===== config.mk =====
export PLATFORM = sky130hd
export DESIGN_NAME = chg_stamp_capture
export DESIGN_NICKNAME = d
export VERILOG_FILES = /design/src/rtl/chgcap_pkg.sv /design/src/rtl/chgcap_sync.sv /design/src/rtl/chgcap_detect.sv /design/src/rtl/chgcap_fifo.sv /design/src/rtl/chg_stamp_capture.sv
export SDC_FILE = /design/constraint.sdc
export NUM_CORES = 1
export LEC_CHECK = 0
export ABC_AREA = 1
export ABC_CLOCK_PERIOD_IN_PS = 6700
export BUFFER_PORTS_ARGS = -buffer_cell sky130_fd_sc_hd__buf_2
export CORE_UTILIZATION = 28
export CTS_BUF_LIST = sky130_fd_sc_hd__clkbuf_16
export DETAILED_ROUTE_END_ITERATION = 10
export PLACE_DENSITY_LB_ADDON = 0.25
export SYNTH_ARGS = -nofsm -noshare
export SYNTH_HDL_FRONTEND = slang
export SYNTH_SLANG_ARGS = --single-unit

===== constraint.sdc =====
create_clock -name clk -period 6.7 [get_ports clk]
set_input_delay 0.67 -clock clk [delete_from_list [all_inputs] [get_ports clk]]
set_output_delay 0.67 -clock clk [all_outputs]
set_load 0.005 [all_outputs]

===== src/rtl/chgcap_pkg.sv =====
package chgcap_pkg;
  localparam int unsigned WORD_MAX = 32;
  typedef logic [WORD_MAX-1:0] word_t;

  // lines that toggled between two snapshots (rising and falling alike)
  function automatic word_t edge_mask(word_t prev_w, word_t cur_w);
    return prev_w ^ cur_w;
  endfunction

  function automatic logic has_change(word_t prev_w, word_t cur_w);
    return |(prev_w ^ cur_w);
  endfunction
endpackage


===== src/rtl/chgcap_sync.sv =====
module chgcap_sync #(
  parameter int unsigned CH_W = 32
) (
  input  logic            clk,
  input  logic            rst_n,
  input  logic [CH_W-1:0] d_i,
  output logic [CH_W-1:0] q_o
);
  for (genvar g = 0; g < CH_W; g++) begin : g_line
    logic meta_q, safe_q;
    always_ff @(posedge clk or negedge rst_n) begin
      if (!rst_n) begin
        meta_q <= 1'b0;
        safe_q <= 1'b0;
      end else begin
        meta_q <= d_i[g];
        safe_q <= meta_q;
      end
    end
    assign q_o[g] = safe_q;
  end
endmodule


===== src/rtl/chgcap_detect.sv =====
module chgcap_detect
  import chgcap_pkg::*;
#(
  parameter int unsigned CH_W = 32,
  parameter int unsigned TS_W = 32
) (
  input  logic            clk,
  input  logic            rst_n,
  input  logic            tick_i,
  input  logic [CH_W-1:0] cur_i,
  output logic            chg_o,
  output logic [CH_W-1:0] state_o,
  output logic [CH_W-1:0] mask_o,
  output logic [TS_W-1:0] time_o
);
  logic [CH_W-1:0] prev_q;
  logic            primed_q;
  logic [TS_W-1:0] stamp_q;
  word_t           diff_w;

  assign diff_w  = edge_mask(word_t'(prev_q), word_t'(cur_i));
  assign chg_o   = tick_i & primed_q & has_change(word_t'(prev_q), word_t'(cur_i));
  assign state_o = cur_i;
  assign mask_o  = diff_w[CH_W-1:0];
  assign time_o  = stamp_q;

  always_ff @(posedge clk or negedge rst_n) begin
    if (!rst_n) begin
      prev_q   <= '0;
      primed_q <= 1'b0;
      stamp_q  <= '0;
    end else if (tick_i) begin
      prev_q   <= cur_i;
      primed_q <= 1'b1;
      stamp_q  <= stamp_q + 1'b1;
    end
  end
endmodule


===== src/rtl/chgcap_fifo.sv =====
module chgcap_fifo #(
  parameter int unsigned WIDTH = 96,
  parameter int unsigned DEPTH = 8,
  localparam int unsigned AW    = $clog2(DEPTH),
  localparam int unsigned CNT_W = AW + 1
) (
  input  logic             clk,
  input  logic             rst_n,
  input  logic             push_i,
  input  logic [WIDTH-1:0] wr_data_i,
  input  logic             pop_i,
  output logic [WIDTH-1:0] rd_data_o,
  output logic [CNT_W-1:0] level_o,
  output logic             full_o,
  output logic             empty_o
);
  logic [WIDTH-1:0] mem_q [DEPTH];
  logic [AW-1:0]    wr_ptr_q, rd_ptr_q;
  logic [CNT_W-1:0] count_q;
  logic             do_push, do_pop;

  assign full_o    = (count_q == CNT_W'(DEPTH));
  assign empty_o   = (count_q == '0);
  assign do_push   = push_i & ~full_o;
  assign do_pop    = pop_i & ~empty_o;
  assign level_o   = count_q;
  assign rd_data_o = mem_q[rd_ptr_q];

  always_ff @(posedge clk) begin
    if (do_push) mem_q[wr_ptr_q] <= wr_data_i;
  end

  always_ff @(posedge clk or negedge rst_n) begin
    if (!rst_n) begin
      wr_ptr_q <= '0;
      rd_ptr_q <= '0;
      count_q  <= '0;
    end else begin
      if (do_push) wr_ptr_q <= wr_ptr_q + 1'b1;
      if (do_pop)  rd_ptr_q <= rd_ptr_q + 1'b1;
      case ({do_push, do_pop})
        2'b10:   count_q <= count_q + 1'b1;
        2'b01:   count_q <= count_q - 1'b1;
        default: count_q <= count_q;
      endcase
    end
  end
endmodule


===== src/rtl/chg_stamp_capture.sv =====
module chg_stamp_capture #(
  parameter int unsigned CH_W  = 32,
  parameter int unsigned TS_W  = 32,
  parameter int unsigned DEPTH = 8,
  localparam int unsigned CNT_W = $clog2(DEPTH) + 1,
  localparam int unsigned REC_W = TS_W + 2 * CH_W
) (
  input  logic             clk,
  input  logic             rst_n,
  input  logic             sample_en,
  input  logic [CH_W-1:0]  din,
  input  logic             rd_ready,
  input  logic             ovf_clear,
  output logic             rd_valid,
  output logic [CH_W-1:0]  rd_state,
  output logic [CH_W-1:0]  rd_mask,
  output logic [TS_W-1:0]  rd_time,
  output logic [CNT_W-1:0] fifo_level,
  output logic             fifo_full,
  output logic             fifo_empty,
  output logic             ovf_flag
);
  logic [CH_W-1:0]  snap;
  logic             chg_evt;
  logic             drop_evt;
  logic             push_evt;
  logic [CH_W-1:0]  rec_state, rec_mask;
  logic [TS_W-1:0]  rec_time;
  logic [REC_W-1:0] rd_word;
  logic             ovf_q;

  chgcap_sync #(.CH_W(CH_W)) u_sync (
    .clk(clk), .rst_n(rst_n), .d_i(din), .q_o(snap)
  );

  chgcap_detect #(.CH_W(CH_W), .TS_W(TS_W)) u_detect (
    .clk(clk), .rst_n(rst_n), .tick_i(sample_en), .cur_i(snap),
    .chg_o(chg_evt), .state_o(rec_state), .mask_o(rec_mask), .time_o(rec_time)
  );

  assign drop_evt = chg_evt & fifo_full;
  assign push_evt = chg_evt & ~fifo_full;

  chgcap_fifo #(.WIDTH(REC_W), .DEPTH(DEPTH)) u_fifo (
    .clk(clk), .rst_n(rst_n),
    .push_i(push_evt), .wr_data_i({rec_time, rec_mask, rec_state}),
    .pop_i(rd_ready), .rd_data_o(rd_word),
    .level_o(fifo_level), .full_o(fifo_full), .empty_o(fifo_empty)
  );

  assign rd_valid = ~fifo_empty;
  assign rd_state = rd_word[CH_W-1:0];
  assign rd_mask  = rd_word[2*CH_W-1:CH_W];
  assign rd_time  = rd_word[REC_W-1:2*CH_W];

  // drop takes priority over clear
  always_ff @(posedge clk or negedge rst_n) begin
    if (!rst_n)         ovf_q <= 1'b0;
    else if (drop_evt)  ovf_q <= 1'b1;
    else if (ovf_clear) ovf_q <= 1'b0;
  end
  assign ovf_flag = ovf_q;
endmodule


* After elaboration in Yosys (flattened, before gate mapping) *
Memory sizes are Yosys's and may differ from the RTL's.
Index checks and enable logic that the tools add are counted.
W data, S select, Z words.

cells by class
  add/subtract/negate cells = 5
  reductions and logical operators = 4
  equal/unequal tests = 3
  bitwise logic cells = 9
  mux-type cells = 5

operators with widths
  kind                     count
  $add A32 B1 Y32 const B  1
  $reduce_or A32 Y1        1
  $xor A32 B32 Y32         1
  $pmux W4 S2              1
  $add A3 B1 Y3 const B    2
  $and A1 B1 Y1            6
  $add A4 B1 Y4 const B    1
  $eq A4 B4 Y1 const B     1
  $logic_not A4 Y1         1
  $mux W1                  4
  $reduce_bool A2 Y1       2
  $sub A4 B1 Y4 const B    1
  $eq A2 B1 Y1 const B     1
  $eq A2 B2 Y1 const B     1
  $not A1 Y1               2

word-level totals
  output and inout port bits = 104
  bits in writable memories = 768
  memories = 1
  bits of input ports = 37
  flip-flop bits (word level) = 140
  logic and storage cells = 98

memories
  name          words  width  rd ports  clocked after memory_dff  wr ports  line               RTL
  u_fifo.mem_q  8      96     1         0                         1         chgcap_fifo.sv:17  logic [WIDTH-1:0] mem_q [DEPTH];

* Depth between registers and ports, before layout *
  word-level depth = 7
  mapped depth = 19
  gate-level depth less buffers = 18

* Modules after synthesis *
A second synthesis with hierarchy kept.

unflattened totals
  cell total of the unflattened synthesis = 4,037
  area, all modules = 39,295.2 µm²

modules (own cells, without submodules)
  module             cells each  seq. area each (µm²)  times used  area each (µm²)
  chgcap_fifo        3,400       23,312.4              1           33,538.4
  chgcap_detect      533         1,626.6               1           3,863.7
  chgcap_sync        96          1,601.5               1           1,841.8
  chg_stamp_capture  8           25.0                  1           51.3

* Worst setup path after synthesis *
Ideal clock, no wire load.

  path kind = in2reg
  start = input sample_en
  end = memory u_fifo.mem_q[0][0] (enable)
  data required time = 6,148 ps
  slack = 895 ps
  stages on the path = 6
  setup time = 552 ps
  arrival = 5,253 ps
  path buffers = 2
  path through = buf_4 > nand2_1 > inv_1 > nand3_1 > buf_4 > nor2_1

between the ends
  word-level cells in the longest chain between the ends = 6

ends and longest elaborated chain
  what                           line                     RTL
  from (decl)                    chg_stamp_capture.sv:10  input logic sample_en,
  $and A1 B1 Y1 (2 in series)    chgcap_detect.sv:22      assign chg_o = tick_i & primed_q & has_change(word_t'(prev_q), word_t'(cur_i));
  $and A1 B1 Y1                  chg_stamp_capture.sv:42  assign push_evt = chg_evt & ~fifo_full;
  $and A1 B1 Y1                  chgcap_fifo.sv:24        assign do_push = push_i & ~full_o;
  $mux W1                        chgcap_fifo.sv:30        if (do_push) mem_q[wr_ptr_q] <= wr_data_i;
  $mux W1 (implied by the code)  chgcap_fifo.sv:30
  to (decl)                      chgcap_fifo.sv:17

No other way between the ends.

* Worst setup path after layout *
  start = register u_fifo.rd_ptr_q[0]
  end = output rd_state[11]

between the ends
  word-level cells in the longest chain between the ends = 1

ends and longest elaborated chain
  what                    line                     RTL
  from (decl)             chgcap_fifo.sv:18        logic [AW-1:0] wr_ptr_q, rd_ptr_q;
  from (signal assigned)  chgcap_fifo.sv:40        if (do_pop) rd_ptr_q <= rd_ptr_q + 1'b1;
  $mem_v2 Z8 W96          -
  to (decl)               chg_stamp_capture.sv:15  output logic [CH_W-1:0] rd_state,

No other way between the ends.

==> flow_metrics.tcl <==
set metrics [dict create \
    num_rows 130 \
    dieWidth_um 357.8 \
    reg2reg_depth 11 \
    relSlewSlack 0.2655 \
    fin_cells 4678 \
    setup_tns_ps 0 \
    track_usage 0.1455 \
    seqPwrFrac 0.422 \
    max_freq_ghz 0.2182 \
    timing.rr.end "u_fifo.mem_q[2][28]$_DFFE_PP_" \
    layout_common_cells "edfxtp_1, nor2_1, o21ai_0, nand2_1, inv_1" \
    dr.first_iter.drc_count 1572 \
    cp_max_fo 168 \
    cts.path.max_buffers 3 \
    final_common_cell "edfxtp_1" \
    p_clk_frac 0.274 \
    cts_tree "yes" \
    worstPathArrival_ps 3910 \
    cp_data_required_time_ps 6030 \
    p_int_mw 11.20 \
    antenna_left 0 \
    hold_depth 1 \
    area_growth_pct 14.63 \
    grt_max_degree 169 \
    drt_first_pass_iters 5 \
    powerDensity_nw_per_um2 432.3 \
    ys_seq_area_frac 0.7495 \
    port_buffers 140 \
    htree_levels 3 \
    grt_pass1_wl_um 139700 \
    skew_ps 26.39 \
    cts_buffers 92 \
    hold_viol 0 \
    critPathKind "flop to output port" \
    antenna_cells 0 \
    fin_crit_sh 0.6839 \
    grt-ovfl-total 0 \
    crit_path_end_kind "output port" \
    tightest_slew_ps 1102 \
    core_region_area_um2 125600 \
    clkTransAtPathRegs_ps 70 \
    synth-main-ff-cell "edfxtp_1" \
    ys_warn_count 0 \
    fin_crit_ps 4582 \
    start_util 0.2823 \
    slew_viol_final 0 \
    avgViaCountPerCell 4.585 \
    vias 21447 \
    syn_area_per_cell_um2 12.52 \
    min_from "din[1]" \
    clk_latency_ps 660 \
    leakagePower_nw 14.20 \
    io_pins 141 \
    maxCapViolCount 0 \
    p_switching_mw 6.361 \
    vdd_ir_drop_max_v 0.0003893 \
    rsz0062_at_grt "no" \
    synth_cells 2832 \
    dieHeight_um 357.8 \
    rrSetupSlack_ps 2720 \
    routedWlPerCell_um 20.08 \
    setup_violations 0 \
    synth_area_um2 35450 \
    critPathLaunchType "flop" \
    status "finished clean" \
    clock-sinks 908 \
    gp_congestion 0.7336 \
    dp.cells 4505 \
    fin_nets 2994 \
    grt_pass1_vias 20899 \
    hpwl_um 50970 \
    synth.distinct_cells 32 \
    antenna_found_initial 3 \
    synth_seq_cells 908 \
    r2r_start "u_sync.g_line[3].safe_q$_DFF_PN0_" \
    holdCritPathClass "primary input to flop" \
    swShare 0.3622 \
    async_flop_share 0.1542 \
    cts-root-buf "clkbuf_16" \
    wirelength_um 93950 \
    p_comb_frac 0.304 \
    synth_edf_count 768 \
    drc_errors 0 \
    die_area_um2 128000 \
    min_to "u_sync.g_line[1].meta_q$_DFF_PN0_" \
    syn_nets 2876 \
    drive_gt1_frac 0.1057 \
]
[per-layer routing]
metal | global-route usage | up-vias | share of wire
li1 | - | 10208 | -
met1 | 0.2092 | 10737 | 0.48
met2 | 0.2346 | 416 | 0.47
met3 | 0.01842 | 86 | 0.039
met4 | 0.03072 | 0 | 0.012
met5 | 0 | - | 0
[worst max-delay path, stage by stage, from the launching register on]
cell	delay, ps
dfrtp_4	760
inv_8	690
buf_4	600
o21ai_0	140
o22ai_1	150
nor2_1	60
a31oi_1	340
buf_2	190
[state kept, by name, summed over array words and instances, names as in the netlist, 3 cells and up]
| name | cells |
|---|---|
| u_detect.time_o | 32 |
| u_detect.prev_q | 32 |
| u_fifo.wr_ptr_q | 3 |
| u_sync.g_line.safe_q | 32 |
| u_sync.g_line.meta_q | 32 |
| u_fifo.rd_ptr_q | 3 |
| u_fifo.mem_q | 768 |
| u_fifo.level_o | 4 |
[cell usage after synthesis, types with 14 or more instances]
cell type / count / area share
buf_6: 22 / 0.0070
buf_4: 26 / 0.0055
a31oi_1: 96 / 0.017
nor2_1: 716 / 0.076
xnor2_1: 15 / 0.0037
o22ai_1: 96 / 0.017
o21ai_0: 300 / 0.042
nand3_1: 15 / 0.0021
inv_1: 132 / 0.014
xor2_1: 23 / 0.0057
clkbuf_1: 82 / 0.0087
dfrtp_1: 140 / 0.099
nand4_1: 14 / 0.0025
o21ai_1: 119 / 0.017
nand2_1: 211 / 0.022
edfxtp_1: 768 / 0.65
[worst max-delay path by stage]
stage                                                  from                       endpoint  slack [ps]
final                        u_fifo.rd_ptr_q[0]$_DFFE_PN0P_                   rd_state[11]        2120
after global routing         u_fifo.rd_ptr_q[0]$_DFFE_PN0P_                   rd_state[11]        1800
after CTS                    u_fifo.rd_ptr_q[0]$_DFFE_PN0P_                    rd_time[30]        1950
after detailed placement  u_sync.g_line[3].safe_q$_DFF_PN0_  u_fifo.mem_q[2][39]$_DFFE_PP_        2660
after global placement       u_fifo.rd_ptr_q[0]$_DFFE_PN0P_                    rd_time[30]        2680
after floorplan                                   sample_en   u_fifo.mem_q[0][0]$_DFFE_PP_         890
[layout make-up]
cell class | instances | area (um2)
fill | 12552 | 84940
sequential | 908 | 26570
multi-input combinational | 1633 | 7557
clock buffer | 92 | 2302
tap | 1650 | 2064
timing repair buffer | 182 | 1112
inverter | 133 | 516.7
clock inverter | 80 | 506.7
[metrics by stage]
step | setup slack [ps] | power, mW | utilization | cell area [um2] | hold WS (ps)
3_3_place_gp | 2682 | 13.04 | 0.3011 | 37810 | 334.5
3_5_place_dp | 2660 | 13.06 | 0.3011 | 37810 | 334.7
2_1_floorplan | 894.9 | 10.83 | - | 35450 | 331.2
6_report | 2118 | 17.56 | 0.3236 | 40630 | 113.8
4_1_cts | 1950 | 17.90 | 0.3236 | 40630 | 71.42
5_1_grt | 1802 | 18.65 | 0.3236 | 40630 | 84.76
[power groups by stage]
| stage | Combinational, mW | Sequential [mW] | Clock (mW) |
|---|---|---|---|
| after floorplan | 3.42 | 7.41 | 0 |
| after global placement | 5.51 | 7.53 | 0 |
| after detailed placement | 5.53 | 7.54 | 0 |
| after CTS | 5.54 | 7.42 | 4.94 |
| after global routing | 5.99 | 7.49 | 5.17 |
| final | 5.33 | 7.42 | 4.82 |
[cell families after synthesis]
| logic type | after synthesis | share of synthesized area |
|---|---|---|
| buffers and inverters | 291 | 0.03904 |
| adder cells (fa/ha/maj) | 7 | 0.002683 |
| flip-flops | 908 | 0.7495 |
| AND/OR/NAND/NOR | 976 | 0.1062 |
| XOR/XNOR | 38 | 0.009389 |
| AO/OA/AOI/OAI | 612 | 0.09319 |
[repair_timing]
action / CTS / global route
endpoints found under the hold margin: 37 / 0
buffers inserted: 0 / 0
hold buffers: 1 / 0
gates resized for setup: 0 / 0
No activity file was read; power rests on OpenSTA's default activity.
